### config.mk
export PLATFORM = sky130hd
export DESIGN_NAME = tw_cfg_slave
export DESIGN_NICKNAME = d
export VERILOG_FILES = /design/src/rtl/tw_cfg_pkg.sv /design/src/rtl/tw_line_sync.sv /design/src/rtl/tw_rx_engine.sv /design/src/rtl/tw_route_map.sv /design/src/rtl/tw_cfg_slave.sv
export SDC_FILE = /design/constraint.sdc
export NUM_CORES = 1
export LEC_CHECK = 0
export ABC_AREA = 1
export BUFFER_PORTS_ARGS = -buffer_cell sky130_fd_sc_hd__buf_2
export CORE_MARGIN = 5
export CORE_UTILIZATION = 45
export DETAILED_ROUTE_END_ITERATION = 7
export GPL_TIMING_DRIVEN = 1
export PLACE_DENSITY = 0.77
export SLEW_MARGIN = 0
export SYNTH_ARGS = -nofsm -noshare
export SYNTH_HDL_FRONTEND = slang
export SYNTH_SLANG_ARGS = --single-unit
### constraint.sdc
create_clock -name clk -period 2 [get_ports clk]
set_input_delay 0.3 -clock clk [delete_from_list [all_inputs] [get_ports clk]]
set_output_delay 0.3 -clock clk [all_outputs]
set_load 0.03 [all_outputs]
### src/rtl/tw_cfg_pkg.sv
package tw_cfg_pkg;

  typedef enum logic [2:0] {
    SRC_NONE        = 3'd0,
    SRC_VOICE       = 3'd1,
    SRC_AUD_L       = 3'd2,
    SRC_AUD_R       = 3'd3,
    SRC_AUD_LR      = 3'd4,
    SRC_VOICE_AUD_L = 3'd5
  } src_t;

  typedef enum logic [2:0] {
    ST_IDLE,
    ST_ADDR,
    ST_ACK_A,
    ST_DATA,
    ST_ACK_D,
    ST_SKIP
  } tw_state_t;

  localparam int MODE_W       = 4;
  localparam int SOFT_RST_BIT = 4;
  localparam int MUTE_SPK_BIT = 13;
  localparam int MUTE_HP_BIT  = 14;

endpackage

### src/rtl/tw_line_sync.sv
module tw_line_sync #(
  parameter int STAGES = 2
) (
  input  logic clk,
  input  logic rst,
  input  logic scl_in,
  input  logic sda_in,
  output logic sda_bit,
  output logic scl_rise,
  output logic scl_fall,
  output logic start_det,
  output logic stop_det
);

  localparam int PW = STAGES + 1;

  logic [PW-1:0] scl_pipe;
  logic [PW-1:0] sda_pipe;

  // Idle bus level is high, so the pipes reset to ones.
  always_ff @(posedge clk) begin
    if (rst) begin
      scl_pipe <= '1;
      sda_pipe <= '1;
    end else begin
      scl_pipe <= {scl_pipe[PW-2:0], scl_in};
      sda_pipe <= {sda_pipe[PW-2:0], sda_in};
    end
  end

  logic scl_s, scl_d, sda_s, sda_d;
  assign scl_s = scl_pipe[PW-2];
  assign scl_d = scl_pipe[PW-1];
  assign sda_s = sda_pipe[PW-2];
  assign sda_d = sda_pipe[PW-1];

  assign sda_bit   = sda_s;
  assign scl_rise  = scl_s & ~scl_d;
  assign scl_fall  = ~scl_s & scl_d;
  assign start_det = scl_s & scl_d & sda_d & ~sda_s;
  assign stop_det  = scl_s & scl_d & ~sda_d & sda_s;

endmodule

### src/rtl/tw_rx_engine.sv
module tw_rx_engine
  import tw_cfg_pkg::*;
#(
  parameter int          DATA_W   = 16,
  parameter logic [3:0]  ADDR_MID = 4'b1000
) (
  input  logic              clk,
  input  logic              rst,
  input  logic              strap,
  input  logic              sda_bit,
  input  logic              scl_rise,
  input  logic              scl_fall,
  input  logic              start_det,
  input  logic              stop_det,
  output logic              sda_pull_low,
  output logic              wr_en,
  output logic              wr_sel,
  output logic [DATA_W-1:0] wr_data
);

  localparam int BYTES  = DATA_W / 8;
  localparam int BCNT_W = (BYTES > 1) ? $clog2(BYTES) : 1;
  localparam logic [BCNT_W-1:0] LAST_BYTE = BCNT_W'(BYTES - 1);

  tw_state_t         state;
  logic [3:0]        bit_cnt;
  logic [BCNT_W-1:0] byte_cnt;
  logic [7:0]        shreg;
  logic [DATA_W-1:0] data_sr;
  logic              sel_q, pull_q, wr_q;

  logic byte_full, addr_hit;
  assign byte_full = (bit_cnt == 4'd8);
  assign addr_hit  = (shreg[7:6] == {strap, strap}) &&
                     (shreg[5:2] == ADDR_MID) && !shreg[0];

  always_ff @(posedge clk) begin
    if (rst) begin
      state    <= ST_IDLE;
      bit_cnt  <= '0;
      byte_cnt <= '0;
      shreg    <= '0;
      data_sr  <= '0;
      sel_q    <= 1'b0;
      pull_q   <= 1'b0;
      wr_q     <= 1'b0;
    end else begin
      wr_q <= 1'b0;
      if (start_det) begin
        state    <= ST_ADDR;
        bit_cnt  <= '0;
        byte_cnt <= '0;
        pull_q   <= 1'b0;
      end else if (stop_det) begin
        state  <= ST_IDLE;
        pull_q <= 1'b0;
      end else begin
        case (state)
          ST_ADDR, ST_DATA: begin
            if (scl_rise && !byte_full) begin
              shreg   <= {shreg[6:0], sda_bit};
              bit_cnt <= bit_cnt + 4'd1;
            end else if (scl_fall && byte_full) begin
              bit_cnt <= '0;
              if (state == ST_ADDR) begin
                if (addr_hit) begin
                  sel_q  <= shreg[1];
                  pull_q <= 1'b1;
                  state  <= ST_ACK_A;
                end else begin
                  state <= ST_SKIP;
                end
              end else begin
                data_sr <= {data_sr[DATA_W-9:0], shreg};
                pull_q  <= 1'b1;
                state   <= ST_ACK_D;
              end
            end
          end
          ST_ACK_A: begin
            if (scl_fall) begin
              pull_q <= 1'b0;
              state  <= ST_DATA;
            end
          end
          ST_ACK_D: begin
            if (scl_fall) begin
              pull_q <= 1'b0;
              if (byte_cnt == LAST_BYTE) begin
                wr_q  <= 1'b1;
                state <= ST_SKIP;
              end else begin
                byte_cnt <= byte_cnt + 1'b1;
                state    <= ST_DATA;
              end
            end
          end
          default: ;
        endcase
      end
    end
  end

  assign sda_pull_low = pull_q;
  assign wr_en        = wr_q;
  assign wr_sel       = sel_q;
  assign wr_data      = data_sr;


  ack_phase_chk: assert property (@(posedge clk) disable iff (rst)
    sda_pull_low |-> (state == ST_ACK_A || state == ST_ACK_D));


  start_restart_chk: assert property (@(posedge clk) disable iff (rst)
    start_det |=> (state == ST_ADDR && !sda_pull_low));


  skip_silent_chk: assert property (@(posedge clk) disable iff (rst)
    (state == ST_SKIP) |-> !sda_pull_low);


  wr_single_chk: assert property (@(posedge clk) disable iff (rst)
    wr_en |=> !wr_en);

endmodule

### src/rtl/tw_route_map.sv
module tw_route_map
  import tw_cfg_pkg::*;
(
  input  logic              clk,
  input  logic              rst,
  input  logic [MODE_W-1:0] mode,
  input  logic              mute_spk,
  input  logic              mute_hp,
  output src_t              spk_src,
  output src_t              hpl_src,
  output src_t              hpr_src
);

  src_t spk_n, hpl_n, hpr_n;

  always_comb begin
    spk_n = SRC_NONE;
    hpl_n = SRC_NONE;
    hpr_n = SRC_NONE;
    case (mode)
      4'd2:  spk_n = SRC_VOICE;
      4'd3:  begin hpl_n = SRC_VOICE; hpr_n = SRC_VOICE; end
      4'd4:  begin spk_n = SRC_VOICE; hpl_n = SRC_VOICE; hpr_n = SRC_VOICE; end
      4'd5:  spk_n = SRC_AUD_LR;
      4'd6:  begin hpl_n = SRC_AUD_L; hpr_n = SRC_AUD_R; end
      4'd7:  begin spk_n = SRC_AUD_LR; hpl_n = SRC_AUD_L; hpr_n = SRC_AUD_R; end
      4'd8:  begin spk_n = SRC_AUD_L; hpl_n = SRC_VOICE; hpr_n = SRC_VOICE; end
      4'd9:  begin spk_n = SRC_VOICE_AUD_L; hpl_n = SRC_VOICE; hpr_n = SRC_VOICE; end
      4'd10: begin spk_n = SRC_VOICE; hpl_n = SRC_AUD_L; hpr_n = SRC_AUD_L; end
      default: ;
    endcase
    if (mute_spk) spk_n = SRC_NONE;
    if (mute_hp) begin
      hpl_n = SRC_NONE;
      hpr_n = SRC_NONE;
    end
  end

  always_ff @(posedge clk) begin
    if (rst) begin
      spk_src <= SRC_NONE;
      hpl_src <= SRC_NONE;
      hpr_src <= SRC_NONE;
    end else begin
      spk_src <= spk_n;
      hpl_src <= hpl_n;
      hpr_src <= hpr_n;
    end
  end


  spk_mute_chk: assert property (@(posedge clk) disable iff (rst)
    mute_spk |=> (spk_src == SRC_NONE));


  hp_mute_chk: assert property (@(posedge clk) disable iff (rst)
    mute_hp |=> (hpl_src == SRC_NONE && hpr_src == SRC_NONE));


  undef_mode_chk: assert property (@(posedge clk) disable iff (rst)
    (mode > 4'd10) |=> (spk_src == SRC_NONE && hpl_src == SRC_NONE && hpr_src == SRC_NONE));

endmodule

### src/rtl/tw_cfg_slave.sv
module tw_cfg_slave
  import tw_cfg_pkg::*;
#(
  parameter int         REG_W       = 16,
  parameter int         SYNC_STAGES = 2,
  parameter logic [3:0] ADDR_MID    = 4'b1000
) (
  input  logic             clk,
  input  logic             rst,
  input  logic             addr_strap,
  input  logic             scl_in,
  input  logic             sda_in,
  output logic             sda_pull_low,
  output logic [REG_W-1:0] basic_cfg,
  output logic [REG_W-1:0] voice_cfg,
  output logic [2:0]       spk_src,
  output logic [2:0]       hpl_src,
  output logic [2:0]       hpr_src,
  output logic             soft_rst_pulse
);

  localparam int NUM_REGS = 2;

  logic sda_bit, scl_rise, scl_fall, start_det, stop_det;
  logic wr_en, wr_sel;
  logic [REG_W-1:0] wr_data;

  tw_line_sync #(.STAGES(SYNC_STAGES)) u_sync (
    .clk(clk), .rst(rst), .scl_in(scl_in), .sda_in(sda_in),
    .sda_bit(sda_bit), .scl_rise(scl_rise), .scl_fall(scl_fall),
    .start_det(start_det), .stop_det(stop_det)
  );

  tw_rx_engine #(.DATA_W(REG_W), .ADDR_MID(ADDR_MID)) u_engine (
    .clk(clk), .rst(rst), .strap(addr_strap), .sda_bit(sda_bit),
    .scl_rise(scl_rise), .scl_fall(scl_fall),
    .start_det(start_det), .stop_det(stop_det),
    .sda_pull_low(sda_pull_low), .wr_en(wr_en), .wr_sel(wr_sel),
    .wr_data(wr_data)
  );

  logic [REG_W-1:0] regs_q [NUM_REGS];

  for (genvar g = 0; g < NUM_REGS; g++) begin : g_reg
    always_ff @(posedge clk) begin
      if (rst)
        regs_q[g] <= '0;
      else if (wr_en && (wr_sel == 1'(g)))
        regs_q[g] <= wr_data;
    end


    reg_hold_chk: assert property (@(posedge clk) disable iff (rst)
      !(wr_en && (wr_sel == 1'(g))) |=> $stable(regs_q[g]));
  end

  always_ff @(posedge clk) begin
    if (rst) soft_rst_pulse <= 1'b0;
    else     soft_rst_pulse <= wr_en && !wr_sel && wr_data[SOFT_RST_BIT];
  end

  assign basic_cfg = regs_q[0];
  assign voice_cfg = regs_q[1];

  src_t spk_e, hpl_e, hpr_e;

  tw_route_map u_route (
    .clk(clk), .rst(rst),
    .mode(regs_q[0][MODE_W-1:0]),
    .mute_spk(regs_q[0][MUTE_SPK_BIT]),
    .mute_hp(regs_q[0][MUTE_HP_BIT]),
    .spk_src(spk_e), .hpl_src(hpl_e), .hpr_src(hpr_e)
  );

  assign spk_src = spk_e;
  assign hpl_src = hpl_e;
  assign hpr_src = hpr_e;


  soft_bit_chk: assert property (@(posedge clk) disable iff (rst)
    soft_rst_pulse |-> basic_cfg[SOFT_RST_BIT]);


  soft_single_chk: assert property (@(posedge clk) disable iff (rst)
    soft_rst_pulse |=> !soft_rst_pulse);

endmodule

==> key figures, run 1 <==
Global route
  – Overall routing resource usage: approximately 14%
  – Sum of overflow across all layers after global routing: 0
  – Antenna violations before repair: 0
  – First-pass GRT wire length: 9.73 mm
  – Maximum number of pins on one net before global-route repair: 18
  – Vias in the first global route: between 2k and 2.5k

Timing
  – Final-layout setup total negative slack: 0 ns
  – Final number of max-transition violations: 0
  – Max Freq: between 0.5 and 0.6 GHz
  – Worst Tran Pin Value: ~0.67 ns
  – Final Setup Violations: 0
  – Final setup margin: 0.290 ns
  – Fin crit period: about 1.7 ns
  – Relative slew slack: roughly 55%
  – Setup repair after global routing missed its margin: no
  – Fin crit share: between 80 and 90%
  – Final hold slack: between 0.1 and 0.15 ns
  – Fin Clk Skew: between 0.01 and 0.015 ns
  – Final count of hold timing violations: 0

Logic synthesis
  – Portion of the post-synthesis area used by sequential elements: approximately three fifths
  – Synthesized area divided by synthesized cell count: between 9 and 10 um2
  – Number of synthesized register bits: 81
  – Unique cell type count in the Yosys netlist: 33
  – Synth area leader: sky130_fd_sc_hd__dfxtp_1
  – Number of standard cells after synthesis: 344
  – Ranking of synthesized cells by area: sky130_fd_sc_hd__dfxtp_1 (29%), sky130_fd_sc_hd__edfxtp_1 (29%), sky130_fd_sc_hd__nor2_1 (5.8%)
  – Cell area after synthesis: roughly 0.0033 mm2
  – Count of yosys warnings during synthesis: 0
  – Area share of the largest cell type after synthesis: about 30%

Drt
  – Remaining number of nets flagged by the antenna check after routing: 0
  – Final wirelength: 5.91 mm
  – Vias per inst: 4.72
  – First-pass iteration count of the detailed router: 4
  – Final routed DRC violation total: 0
  – Violation count after the first detailed-routing iteration: 86
  – Wire length per cell after detailed routing: ~12 um
  – Count of vias placed by the detailed router: between 2k and 2.5k

Floorplanning
  – Die ar.: 0.00921 mm2
  – Initial Util: 46.1%
  – I/O pin count: 48
  – Die boundary height: between 90 and 100 um
  – Die X: ~96 um
  – Std-Cell Core Area: between 0.007 and 0.008 mm2
  – Row Count: 31

Placement
  – Gpl congestion: roughly 0.9
  – Pre-CTS WS: roughly 0.32 ns
  – Number of port buffers: 45
  – Placed standard-cell area: around 0.0036 mm2
  – Post-detailed-placement half-perimeter wirelength: 4.29 mm

Clock network
  – Number of buffers on the longest clock path: 2
  – TritonCTS Buffers: 9
  – Clk sinks: 81
  – Clock latency at the later pin of the worst-skew pair: between 0.3 and 0.4 ns
  – # Post-CTS Setup Buffers: 0
  – Clock Root Buffer: sky130_fd_sc_hd__clkbuf_8
  – Clk pin slew, worst setup/hold paths: roughly 0.080 ns
  – Number of H-tree levels: 3
  – Hold-fix buffers, CTS: 0
  – Clock tree from TritonCTS: yes
  – Quantity of gates resized following cts: 0

Flow run
  – Maximum Capacitance Violations: 0

Worst setup path
  – Cell with the largest stage delay on the worst path: sky130_fd_sc_hd__dfxtp_1
  – Arrival time at the worst endpoint: between 1.5 and 2 ns
  – Type of the worst setup path: reg2reg
  – Cell chain of the critical path: inv_1, ha_1, nand2_1, nor2_4, nor2_1, nand2_2, nand2_2, inv_1, nor2_1, nor3_2
  – Peak per-stage delay on the critical path: approximately 0.39 ns
  – Critical path startpoint category: register
  – Critical path required time: 2.25 ns
  – CP Capture Type: register
  – Crit path max fanout: 16

Layout
  – Design Area, Final: ~0.0038 mm2
  – Nets: just under 400
  – P&R area growth vs syn: 15.6%
  – Proportion of layout cells with a drive suffix above 1: between 20% and 30%
  – Antenna Cells: 0

Power
  – Pwr dens: just under 900 mW/mm2
  – Highest ir drop seen on vdd: between 300 and 400 uV
  – Leakage: approximately 1.5 nW
  – PnR Total Power: between 0.003 and 0.004 W

Min path
  – Class of the most critical hold timing path: in2reg

Run status
  – Run status: complete, no violations
-- worst paths after layout --
kind                                          start             endpoint  slack (ns)  cells past startpoint
worst max-delay path            u_engine.bit_cnt[0]  u_engine.bit_cnt[1]        0.29                     10
worst max register to register  u_engine.bit_cnt[0]  u_engine.bit_cnt[1]        0.29                     10
worst min-delay path                         sda_in   u_sync.sda_pipe[0]        0.13                      2
worst min register to register   u_sync.sda_pipe[0]   u_sync.sda_pipe[1]        0.42                      1
-- cell usage in the layout (no fill, tap or decap), types with 3 or more instances in the layout --
cell | synthesis | routed
sky130_fd_sc_hd__o21ai_0 | 11 | 11
sky130_fd_sc_hd__nand4_1 | 3 | 3
sky130_fd_sc_hd__clkbuf_8 | 0 | 9
sky130_fd_sc_hd__nand2_1 | 40 | 40
sky130_fd_sc_hd__dfxtp_1 | 49 | 49
sky130_fd_sc_hd__nor2_1 | 51 | 51
sky130_fd_sc_hd__buf_2 | 4 | 45
sky130_fd_sc_hd__inv_2 | 3 | 3
sky130_fd_sc_hd__edfxtp_1 | 32 | 32
sky130_fd_sc_hd__nor2_4 | 3 | 3
sky130_fd_sc_hd__o21ai_2 | 12 | 12
sky130_fd_sc_hd__buf_4 | 8 | 3
sky130_fd_sc_hd__inv_1 | 48 | 48
sky130_fd_sc_hd__a21oi_1 | 18 | 18
sky130_fd_sc_hd__o21ai_1 | 4 | 4
sky130_fd_sc_hd__a21oi_2 | 14 | 14
sky130_fd_sc_hd__nand3_1 | 10 | 10
sky130_fd_sc_hd__or2_2 | 5 | 5
sky130_fd_sc_hd__nand2_2 | 4 | 4
sky130_fd_sc_hd__nor3_1 | 8 | 8
-- synthesized netlist by cell type (all sizes together) --
| library cell | instances |
|---|---|
| or2 | 5 |
| o21ai | 27 |
| nor3 | 9 |
| inv | 51 |
| a21boi | 1 |
| buf | 14 |
| nand3 | 12 |
| conb | 1 |
| a22oi | 1 |
| dfxtp | 49 |
| a21oi | 32 |
| ha | 2 |
| nor2 | 57 |
| nand3b | 2 |
| xor2 | 1 |
| o22ai | 1 |
| nand4 | 3 |
| edfxtp | 32 |
| nand2 | 44 |
-- power breakdown --
group	internal, W	switching (W)
clock	0.000788	0.000588
sequential	0.00175	0.0000170
combinational	0.0000552	0.000165
total	0.00260	0.000769
-- metal layers --
layer	part of all wire (%)	global-route usage (%)	wire length (um)
met5	0	0	0
met4	2.0	6.40	117
met3	5.9	4.07	349
met2	49	23.2	2930
met1	43	16.5	2520
-- logic make-up (layout without fill, tap and decap cells) --
logic type / Yosys count / count (layout) / share of synthesized area (%)
simple gates: 132 / 132 / 18.8
buf+inv: 65 / 116 / 9.22
flops: 81 / 81 / 58.4
xor+xnor: 1 / 1 / 0.263
other cells: 1 / 2 / 0.113
compound gates: 62 / 62 / 12.5
fa+ha+maj: 2 / 2 / 0.752
-- sequential cells by signal, summed over array words and instances (netlist names), 3 cells and up --
register and flops:
u_route.spk_src 3, u_engine.state 3, u_sync.sda_pipe 3, u_engine.bit_cnt 4, u_engine.shreg 8, u_sync.scl_pipe 3, regs_q 32, u_engine.wr_data 16
-- cell type report --
class                   instances  area, um2
clock inverters                 5       85.1
flip-flops and latches         81       1940
clock buffers                  11        153
inverters                      51        191
fillers                       662       3370
well taps                      99        124
repair buffers                 49        268
multi-input cells             199       1080
-- critical path: cells and delay by family (launching register included) --
| kind | cells | cell delay (ns) |
|---|---|---|
| buf+inv | 2 | 0.16 |
| flops | 1 | 0.39 |
| fa+ha+maj | 1 | 0.20 |
| simple gates | 7 | 0.85 |
-- through the flow --
stage          cells  utilization [%]
2_1_floorplan    345                -
3_3_place_gp     479             50.0
3_5_place_dp     479             50.0
4_1_cts          495             53.3
5_1_grt          495             53.3
6_report         495             53.3
Note: power is estimated with default switching activity, not from simulation.
==> run 2: changes to the inputs <==
--- a/config.mk
+++ b/config.mk
@@ -5,7 +5,6 @@
 export SDC_FILE = /design/constraint.sdc
 export NUM_CORES = 1
 export LEC_CHECK = 0
-export ABC_AREA = 1
 export BUFFER_PORTS_ARGS = -buffer_cell sky130_fd_sc_hd__buf_2
 export CORE_MARGIN = 5
 export CORE_UTILIZATION = 45
==> run 2 against run 1 <==
Compared with the run above: clock-buffer cell count decreased by 2; combinational power decreased by 24%; register-to-register slack improved by 0.08 ns; synthesized cell count decreased by 9.0%; die area about the same; flip-flop and latch count unchanged; sequential share of layout area increased by 0.33 points; non-clock buffer count increased by 3; critical path type unchanged; clock skew increased by 0.0020 ns; largest power group unchanged; clock power decreased by 14%; sequential power about the same; global-route usage increased by 0.063 points.
==> key figures, run 2 <==
Floorplanning
  – I/O pin count: 48 (unchanged)
  – Row Count: 31 (unchanged)
  – Die boundary height: 96.0 um (about the same)
  – Die X: 96.0 um (about the same)
  – Initial Util: 46.1% (about the same)
  – Die ar.: 0.00921 mm2 (about the same)
  – Std-Cell Core Area: 0.00721 mm2 (unchanged)

Layout
  – Proportion of layout cells with a drive suffix above 1: 24.9% (was 28.0%)
  – Number of inserted filler cells in the final layout: 665 (was 662)
  – Largest register FFs: 32 (unchanged)
  – Commonest cells after routing, fill and taps aside: sky130_fd_sc_hd__dfxtp_1 (49), sky130_fd_sc_hd__nand2_1 (46), sky130_fd_sc_hd__buf_2 (45) (was sky130_fd_sc_hd__nor2_1 (51), sky130_fd_sc_hd__dfxtp_1 (49), sky130_fd_sc_hd__inv_1 (48))
  – Design Area, Final: 0.00382 mm2 (was 0.00384 mm2)
  – Final design utilization: 52.9% (was 53.3%)
  – P&R area growth vs syn: 14.9% (was 15.6%)
  – Most common library cell in the layout ignoring fill and taps: sky130_fd_sc_hd__dfxtp_1 (was sky130_fd_sc_hd__nor2_1)
  – Nets: 364 (was 398)
  – Largest register by flop count: regs_q (unchanged)
  – Antenna Cells: 0 (unchanged)
  – Footprint of the multi-input gates: 0.00125 mm2 (was 0.00108 mm2)
  – Area taken by flip-flops and latches: 0.00194 mm2 (unchanged)

Global route
  – Maximum number of pins on one net before global-route repair: 20 (was 18)
  – Sum of overflow across all layers after global routing: 0 (unchanged)
  – Vias in the first global route: 2135 (was 2169)
  – Overall routing resource usage: 14.0% (was 13.9%)
  – Antenna violations before repair: 0 (unchanged)
  – First-pass GRT wire length: 9.83 mm (was 9.73 mm)

Drt
  – Final routed DRC violation total: 0 (unchanged)
  – Final wirelength: 5.86 mm (was 5.91 mm)
  – Remaining number of nets flagged by the antenna check after routing: 0 (unchanged)
  – First-pass iteration count of the detailed router: 4 (unchanged)
  – Wire length per cell after detailed routing: 12.7 um (was 11.9 um)
  – Count of vias placed by the detailed router: 2292 (was 2334)
  – Vias per inst: 4.97 (was 4.72)
  – Violation count after the first detailed-routing iteration: 70 (was 86)

Logic synthesis
  – Number of standard cells after synthesis: 313 (was 344)
  – Count of yosys warnings during synthesis: 0 (unchanged)
  – Portion of the post-synthesis area used by sequential elements: 58.4% (about the same)
  – Unique cell type count in the Yosys netlist: 52 (was 33)
  – Synthesized area divided by synthesized cell count: 10.6 um2 (was 9.67 um2)
  – Leading cell types by count after synthesis: sky130_fd_sc_hd__dfxtp_1 (49), sky130_fd_sc_hd__nand2_1 (46), sky130_fd_sc_hd__and2_1 (34) (was sky130_fd_sc_hd__nor2_1 (51), sky130_fd_sc_hd__dfxtp_1 (49), sky130_fd_sc_hd__inv_1 (48))
  – Asr flop ratio synth: 0% (unchanged)
  – Area share of the largest cell type after synthesis: 29.5% (about the same)
  – Dominant cell by count in the synthesized netlist: sky130_fd_sc_hd__dfxtp_1 (was sky130_fd_sc_hd__nor2_1)
  – Cell area after synthesis: 0.00332 mm2 (was 0.00333 mm2)
  – Top flip-flop cell by instance count after synthesis: sky130_fd_sc_hd__dfxtp_1 (unchanged)
  – Number of enable-type register cells in the synthesized netlist: 32 (unchanged)
  – Synth area leader: sky130_fd_sc_hd__dfxtp_1 (unchanged)
  – Number of synthesized register bits: 81 (unchanged)
  – Ranking of synthesized cells by area: sky130_fd_sc_hd__dfxtp_1 (30%), sky130_fd_sc_hd__edfxtp_1 (29%), sky130_fd_sc_hd__and2_1 (6.4%) (was sky130_fd_sc_hd__dfxtp_1 (29%), sky130_fd_sc_hd__edfxtp_1 (29%), sky130_fd_sc_hd__nor2_1 (5.8%))

Timing
  – Relative slew slack: 58.4% (was 55.5%)
  – Fin crit period: 1.63 ns (was 1.71 ns)
  – Final number of max-transition violations: 0 (unchanged)
  – Worst Tran Pin Value: 0.625 ns (was 0.666 ns)
  – Final Setup Violations: 0 (unchanged)
  – Final-layout setup total negative slack: 0 ns (unchanged)
  – Final count of hold timing violations: 0 (unchanged)
  – Final setup margin: 0.367 ns (was 0.290 ns)
  – Fin crit share: 81.6% (was 85.5%)
  – Setup repair after global routing missed its margin: no (unchanged)
  – Max Freq: 0.612 GHz (was 0.585 GHz)
  – Fin Clk Skew: 0.0132 ns (was 0.0112 ns)

Power
  – Leakage: 1.46 nW (was 1.49 nW)
  – Pwr dens: 813 mW/mm2 (was 876 mW/mm2)
  – Highest ir drop seen on vdd: 342 uV (was 352 uV)

Clock network
  – Clk pin slew, worst setup/hold paths: 0.09 ns (was 0.08 ns)
  – Clock latency at the later pin of the worst-skew pair: 0.35 ns (was 0.36 ns)
  – Clk sinks: 81 (unchanged)
  – TritonCTS Buffers: 9 (unchanged)
  – Hold-fix buffers, CTS: 0 (unchanged)
  – Clock Root Buffer: sky130_fd_sc_hd__clkbuf_8 (unchanged)
  – Number of H-tree levels: 3 (unchanged)
  – Number of buffers on the longest clock path: 2 (unchanged)
  – Quantity of gates resized following cts: 0 (unchanged)
  – # Post-CTS Setup Buffers: 0 (unchanged)
  – Clock tree from TritonCTS: yes (unchanged)

Run status
  – Run status: complete, no violations (unchanged)

Placement
  – Placed standard-cell area: 0.00362 mm2 (was 0.00361 mm2)
  – Pre-CTS WS: 0.373 ns (was 0.318 ns)
  – Gpl congestion: 0.902 (was 0.910)
  – Post-detailed-placement half-perimeter wirelength: 4.12 mm (was 4.29 mm)
  – Number of port buffers: 45 (unchanged)

Worst setup path
  – Critical path startpoint category: register (unchanged)
  – Arrival time at the worst endpoint: 1.92 ns (was 1.96 ns)
  – Crit path max fanout: 16 (unchanged)
  – CP Capture Type: register (unchanged)
  – Type of the worst setup path: reg2reg (unchanged)
  – Critical path required time: 2.28 ns (was 2.25 ns)

Min path
  – Class of the most critical hold timing path: in2reg (unchanged)

Flow run
  – Maximum Capacitance Violations: 0 (unchanged)
## run 2: changes by cell type after synthesis, sizes merged, moves of 4 or more
cell / previous run / this run
nor3: 9 / 5
clkbuf: 0 / 8
inv: 51 / 6
and2: 0 / 34
o21ai: 27 / 6
nand2b: 0 / 4
nor2: 57 / 13
a21oi: 32 / 26
nor3b: 0 / 4
## run 2: power by group
part / switching [W] / total (W) / internal, W
Clock: 0.000591 / 0.00118 / 0.000584
Combinational: 0.000120 / 0.000168 / 0.0000479
Sequential: 0.0000199 / 0.00176 / 0.00174
Total: 0.000731 / 0.00310 / 0.00237
## run 2: worst max-delay path: stages, from the launching register on
cell	delay [ns]
sky130_fd_sc_hd__dfxtp_1	0.33
sky130_fd_sc_hd__inv_1	0.09
sky130_fd_sc_hd__ha_1	0.21
sky130_fd_sc_hd__nand3b_4	0.20
sky130_fd_sc_hd__nor4_4	0.28
sky130_fd_sc_hd__buf_4	0.24
sky130_fd_sc_hd__nand2_1	0.09
sky130_fd_sc_hd__a21oi_2	0.13
## run 2: kinds of logic (layout without fill, tap and decap cells)
group / Yosys count / in the layout / synth area share, %
simple gates: 144 / 144 / 23.9
other cells: 1 / 2 / 0.113
mux: 2 / 2 / 0.602
buf+inv: 26 / 74 / 4.10
xor+xnor: 5 / 5 / 1.32
flops: 81 / 81 / 58.4
fa+ha+maj: 2 / 2 / 0.753
compound gates: 52 / 52 / 10.8
## run 2: layer usage
| metal | track usage [%] | up-vias | routed length (um) |
|---|---|---|---|
| li1 | - | 1170 | - |
| met1 | 16.4 | 1046 | 2560 |
| met2 | 23.2 | 61 | 2760 |
| met3 | 4.46 | 15 | 333 |
| met4 | 6.64 | 0 | 196 |
| met5 | 0 | - | 0 |
## run 2: final cells by class
class                   instances  area share [%]
inverters                       6           0.590
multi-input cells             207            32.7
repair buffers                 52            7.27
clock inverters                 7            2.06
clock buffers                   9            3.24
well taps                      99            3.24
flip-flops and latches         81            50.9
## run 2: metrics by stage
step / hold WS (ns) / std cells / total power, W
floorplan: 0.389 / 314 / 0.00193
global placement: 0.394 / 445 / 0.00197
finish: 0.130 / 461 / 0.00310
CTS: 0.110 / 461 / 0.00314
global route: 0.108 / 461 / 0.00325
detailed placement: 0.398 / 445 / 0.00197
## run 2: final timing paths
check                 startpoint             endpoint  slack, ns  depth (start not counted)
max          u_engine.bit_cnt[0]  u_engine.wr_data[3]       0.37                          7
min                       scl_in   u_sync.scl_pipe[0]       0.13                          2
max reg2reg  u_engine.bit_cnt[0]  u_engine.wr_data[3]       0.37                          7
min reg2reg   u_sync.scl_pipe[0]   u_sync.scl_pipe[1]       0.42                          1
